--- config.mk ---
export PLATFORM = sky130hd
export DESIGN_NAME = ovs_averager
export DESIGN_NICKNAME = d
export VERILOG_FILES = /design/src/rtl/ovs_pkg.sv /design/src/rtl/ovs_ctrl.sv /design/src/rtl/ovs_accum.sv /design/src/rtl/ovs_shift.sv /design/src/rtl/ovs_averager.sv
export SDC_FILE = /design/constraint.sdc
export NUM_CORES = 1
export LEC_CHECK = 0
export ABC_AREA = 1
export BUFFER_PORTS_ARGS = -buffer_cell sky130_fd_sc_hd__buf_2
export CELL_PAD_IN_SITES_DETAIL_PLACEMENT = 0
export CELL_PAD_IN_SITES_GLOBAL_PLACEMENT = 1
export CORE_ASPECT_RATIO = 0.9
export CORE_MARGIN = 10
export CORE_UTILIZATION = 39
export CTS_BUF_LIST = sky130_fd_sc_hd__clkbuf_8
export DETAILED_ROUTE_END_ITERATION = 8
export PLACE_DENSITY = 0.9
export SKIP_CTS_REPAIR_TIMING = 1
export SYNTH_ARGS = -nofsm -noshare
export SYNTH_HDL_FRONTEND = slang
export SYNTH_SLANG_ARGS = --single-unit
--- constraint.sdc ---
create_clock -name clk -period 2.2 [get_ports clk]
set_input_delay 0.44 -clock clk [delete_from_list [all_inputs] [get_ports clk]]
set_output_delay 0.44 -clock clk [all_outputs]
set_load 0.05 [all_outputs]
--- src/rtl/ovs_pkg.sv ---
package ovs_pkg;
  typedef enum logic {
    ST_IDLE = 1'b0,
    ST_RUN  = 1'b1
  } ovs_state_e;
endpackage

--- src/rtl/ovs_ctrl.sv ---
module ovs_ctrl
  import ovs_pkg::*;
#(
  parameter int LOG_MAX = 6,
  localparam int SH_W  = $clog2(LOG_MAX + 1),
  localparam int CNT_W = LOG_MAX
) (
  input  logic            clk,
  input  logic            rst_n,
  input  logic            start_i,
  input  logic [SH_W-1:0] code_i,
  input  logic            smp_valid_i,
  output logic            busy_o,
  output logic            take_o,
  output logic            last_o,
  output logic [SH_W-1:0] shift_o
);
  ovs_state_e       st_q, st_n;
  logic [CNT_W-1:0] cnt_q, cnt_n;
  logic [SH_W-1:0]  k_q, k_n;
  logic [SH_W-1:0]  code_sat;
  logic [CNT_W-1:0] lim;
  logic             take;
  logic             last;

  assign code_sat = (code_i > SH_W'(LOG_MAX)) ? SH_W'(LOG_MAX) : code_i;
  assign lim      = CNT_W'((1 << k_q) - 1);
  assign take     = (st_q == ST_RUN) && smp_valid_i && !start_i;
  assign last     = take && (cnt_q == lim);

  always_comb begin
    st_n = st_q;
    cnt_n = cnt_q;
    k_n = k_q;
    if (start_i) begin
      st_n  = ST_RUN;
      cnt_n = '0;
      k_n   = code_sat;
    end else if (take) begin
      if (last) begin
        st_n  = ST_IDLE;
        cnt_n = '0;
      end else begin
        cnt_n = cnt_q + 1'b1;
      end
    end
  end

  always_ff @(posedge clk or negedge rst_n) begin
    if (!rst_n) begin
      st_q  <= ST_IDLE;
      cnt_q <= '0;
      k_q   <= '0;
    end else begin
      st_q  <= st_n;
      cnt_q <= cnt_n;
      k_q   <= k_n;
    end
  end

  assign busy_o  = (st_q == ST_RUN);
  assign take_o  = take;
  assign last_o  = last;
  assign shift_o = k_q;
endmodule

--- src/rtl/ovs_accum.sv ---
module ovs_accum #(
  parameter int DATA_W = 12,
  parameter int LOG_MAX = 6,
  localparam int ACC_W = DATA_W + LOG_MAX
) (
  input  logic              clk,
  input  logic              rst_n,
  input  logic              clear_i,
  input  logic              take_i,
  input  logic              last_i,
  input  logic [DATA_W-1:0] din_i,
  output logic [ACC_W-1:0]  sum_o
);
  logic [ACC_W-1:0] acc_q, acc_n;
  logic [ACC_W-1:0] sum;

  assign sum = acc_q + ACC_W'(din_i);

  always_comb begin
    acc_n = acc_q;
    if (clear_i)     acc_n = '0;
    else if (last_i) acc_n = '0;
    else if (take_i) acc_n = sum;
  end

  always_ff @(posedge clk or negedge rst_n) begin
    if (!rst_n) acc_q <= '0;
    else        acc_q <= acc_n;
  end

  assign sum_o = sum;
endmodule

--- src/rtl/ovs_shift.sv ---
module ovs_shift #(
  parameter int DATA_W = 12,
  parameter int LOG_MAX = 6,
  localparam int ACC_W = DATA_W + LOG_MAX,
  localparam int SH_W  = $clog2(LOG_MAX + 1)
) (
  input  logic              clk,
  input  logic              rst_n,
  input  logic              load_i,
  input  logic [ACC_W-1:0]  sum_i,
  input  logic [SH_W-1:0]   shift_i,
  output logic              valid_o,
  output logic [DATA_W-1:0] data_o
);
  logic [DATA_W-1:0] cand [LOG_MAX+1];
  logic [DATA_W-1:0] sel;
  logic [DATA_W-1:0] data_q, data_n;
  logic              valid_q;

  for (genvar g = 0; g <= LOG_MAX; g++) begin : g_tap
    assign cand[g] = sum_i[g +: DATA_W];
  end

  always_comb begin
    sel = cand[0];
    for (int j = 1; j <= LOG_MAX; j++) begin
      if (shift_i == SH_W'(j)) sel = cand[j];
    end
  end

  always_comb begin
    data_n = data_q;
    if (load_i) data_n = sel;
  end

  always_ff @(posedge clk or negedge rst_n) begin
    if (!rst_n) begin
      valid_q <= 1'b0;
      data_q  <= '0;
    end else begin
      valid_q <= load_i;
      data_q  <= data_n;
    end
  end

  assign valid_o = valid_q;
  assign data_o  = data_q;
endmodule

--- src/rtl/ovs_averager.sv ---
module ovs_averager #(
  parameter int DATA_W = 12,
  parameter int LOG_MAX = 6,
  localparam int ACC_W = DATA_W + LOG_MAX,
  localparam int SH_W  = $clog2(LOG_MAX + 1)
) (
  input  logic              clk,
  input  logic              rst_n,
  input  logic              step_start_i,
  input  logic [SH_W-1:0]   factor_i,
  input  logic              smp_valid_i,
  input  logic [DATA_W-1:0] smp_data_i,
  output logic              conv_req_o,
  output logic              avg_valid_o,
  output logic [DATA_W-1:0] avg_data_o
);
  logic             busy;
  logic             take;
  logic             last;
  logic [SH_W-1:0]  shift;
  logic [ACC_W-1:0] sum;

  ovs_ctrl #(.LOG_MAX(LOG_MAX)) u_ctrl (
    .clk(clk), .rst_n(rst_n), .start_i(step_start_i), .code_i(factor_i),
    .smp_valid_i(smp_valid_i), .busy_o(busy), .take_o(take),
    .last_o(last), .shift_o(shift)
  );

  ovs_accum #(.DATA_W(DATA_W), .LOG_MAX(LOG_MAX)) u_accum (
    .clk(clk), .rst_n(rst_n), .clear_i(step_start_i), .take_i(take),
    .last_i(last), .din_i(smp_data_i), .sum_o(sum)
  );

  ovs_shift #(.DATA_W(DATA_W), .LOG_MAX(LOG_MAX)) u_shift (
    .clk(clk), .rst_n(rst_n), .load_i(last), .sum_i(sum),
    .shift_i(shift), .valid_o(avg_valid_o), .data_o(avg_data_o)
  );

  assign conv_req_o = busy;
endmodule

==> results.toml <==
[sta]
grt_setup_unrepaired = "yes"
fin_crit_ns = 2.228
skew_ns = 0.006770
fin_crit_sh_pct = 101.3
final_max_slew_viol_count = 0
timing.final.hold_violations = 0
setup_viol = 2
fin_ws_ns = -0.02773
worst_pin_slew_ns = 0.5327
fmax_mhz = 448.9
slew_headroom_pct = 64.45
hold_ws_ns = 0.04873

[global_routing]
grt_pass1_wl_mm = 17.05
grt_max_degree = 24
grt_usage_pct = 15.77
overflow = 0
grt_pass1_vias = 3628
antenna_found_initial = 0

[synthesis]
syn-num-nets = 593
synth-seq-cells = 41
synth_area_leaders = "dfrtp_1, nand2_1, inv_1, o21ai_0, nand3_1"
syn_area_per_cell_sq_um = 6.131
syn_area_sq_mm = 0.003433
synth.distinct_cells = 34
ys_seq_area_share_pct = 29.88
netlist_instances = 560
synth_top_cell_by_area = "dfrtp_1"
ys_warn_count = 0
synth_top_area_share_pct = 29.88

[cts]
htreeDepth = 2
path_clk_slew_ns = 0.09
cts_tree = "yes"
insertion_delay_ns = 0.30
numCtsBuffers = 5
cts-root-buf = "clkbuf_8"
cts_buffer_depth = 2
cts_sinks = 41

[critical_path]
reg2regPathDepth = 16
critPathMaxFanout = 6
startpoint_type = "flip-flop"
crit_required_ns = 2.40
crit_arrival_ns = 2.42
rr_startpoint = "u_accum.acc_q[0]$_DFFE_PN0P_"
crit_path_end_kind = "flip-flop"
crit_type = "reg2reg"
crit_start = "u_accum.acc_q[0]$_DFFE_PN0P_"

[placement]
globalplace.congestion = 0.8823
io_buffer_count = 32
placed_cell_area_sq_mm = 0.004125
hpwl_mm = 7.934
place_inst = 756

[final_layout]
syn_to_final_growth_pct = 33.67
mostFrequentLayoutCell = "nand2_1"
drive_gt1_share_pct = 26.38
final_area_sq_mm = 0.004589
fill_cells = 879
fin_cells = 771
diodes = 0
nNetsFinal = 685
post-route-util_pct = 53.56
layout_common_cells = "nand2_1, inv_1, buf_4"

[floorplanning]
fp.dieH_um = 109.0
dieWidth_um = 118.9
rows = 32
start_util_pct = 40.07
io_pins = 33
core_sq_mm = 0.008568
die_area_sq_mm = 0.01296

[flow_run]
maxCapViolCount = 0

[route]
dr.pass1.iters = 4
vias_per_cell = 4.875
wl_mm = 10.33
ant_nets = 0
drtIter0Drc = 223
via_count = 3759
drc = 0
routedWlPerCell_um = 13.40

[min_path]
hp-class = "in2async"

[outcome]
violations = "setup timing"
status = "finished with violations"

[power_and_ir_drop]
irDropWorstVdd_v = 0.0004263
powerDensity_mw_per_mm2 = 708.7
p_leak_nw = 2.506
[cells by family after synthesis]
group / after synthesis / share of synthesized area [%]
buffers and inverters: 115 / 12.86
xor gates and xnor gates: 11 / 2.806
adders and majority gates: 14 / 5.321
DFF: 41 / 29.88
AOI/OAI and AO/OA: 87 / 13.48
and+or+nand+nor: 292 / 35.64
[power breakdown]
part | total (mW) | leakage (nW) | switching [mW] | internal, mW
registers | 0.983 | 0.547 | 0.0987 | 0.885
clock network | 0.536 | 0.0433 | 0.287 | 0.249
logic | 1.73 | 1.92 | 1.09 | 0.647
[per-stage QoR]
| stage | worst slack [ns] | power [mW] | setup TNS [ns] |
|---|---|---|---|
| after floorplan | 0.01481 | 1.987 | 0 |
| after global placement | -0.2854 | 2.538 | -3.113 |
| after detailed placement | -0.3722 | 2.557 | -3.998 |
| after CTS | -0.2271 | 3.097 | -1.671 |
| after global routing | -0.1920 | 3.506 | -1.966 |
| final | -0.02773 | 3.253 | -0.04042 |
[path summary, 6_finish.rpt]
path / to / slack, ns
worst min-delay path: u_ctrl.cnt_q[2]$_DFFE_PN0N_ / 0.05
worst max-delay path: u_shift.data_o[6]$_DFFE_PN0P_ / -0.03
max in group asynchronous: u_accum.acc_q[16]$_DFFE_PN0P_ / 1.59
worst min register to register: u_shift.data_o[8]$_DFFE_PN0P_ / 0.48
min in group clk: u_ctrl.shift_o[2]$_DFFE_PN0P_ / 0.37
worst max register to register: u_shift.data_o[6]$_DFFE_PN0P_ / -0.03
[per-layer routing]
metal  part of all wire (%)  routed length, um  up-vias  GRT usage, %
li1                       -                  -     1934             -
met1                     46               4789     1747         20.09
met2                     49               5037       65         27.70
met3                    3.9                400       13         2.429
met4                    1.0                103        0         3.484
met5                      0                  0        -             0
[critical path: stages (launching register included)]
cell and delay (ns):
dfrtp_1 0.41, ha_4 0.18, fa_2 0.41, nand3_2 0.11, nand3_4 0.10, nand2_2 0.10
nand2_4 0.06, xnor2_4 0.22, nand2_1 0.09, nand3_1 0.08, nand2_1 0.05, nand2_1 0.05
nand2_1 0.04, nand2_1 0.05, nand2_1 0.04, nand2_1 0.06, nand2_1 0.05
[flip-flops by register name, summed over array words and instances, names as in the netlist]
| name | flops |
|---|---|
| u_ctrl.cnt_q | 6 |
| u_shift.data_o | 12 |
| u_shift.valid_o | 1 |
| u_accum.acc_q | 18 |
| u_ctrl.busy_o | 1 |
| u_ctrl.shift_o | 3 |
[synthesized netlist by cell type, drive strengths merged]
master / number
xnor2: 2
dfrtp: 41
o22ai: 6
nand4: 5
fa: 1
inv: 102
ha: 13
nor2: 27
clkinv: 1
nor4: 1
o21a: 1
and2: 3
a211oi: 1
o21bai: 1
o21ai: 57
o211ai: 5
buf: 3
xor2: 9
nor4b: 1
a21oi: 16
nand2: 205
or2: 3
nor3: 5
clkbuf: 9
nand3: 42
[area by class of cell]
type                            instances  area, sq um  share of cell area [%]
Multi-Input combinational cell        404         2285                   49.78
Inverter                              103        386.6                   8.424
Clock inverter                          1        7.507                  0.1636
Sequential cell                        41         1027                   22.38
Timing Repair Buffer                   97        651.9                   14.20
Tap cell                              119        148.9                   3.244
Clock buffer                            6        82.58                   1.799
No activity file was read; power rests on OpenSTA's default activity.
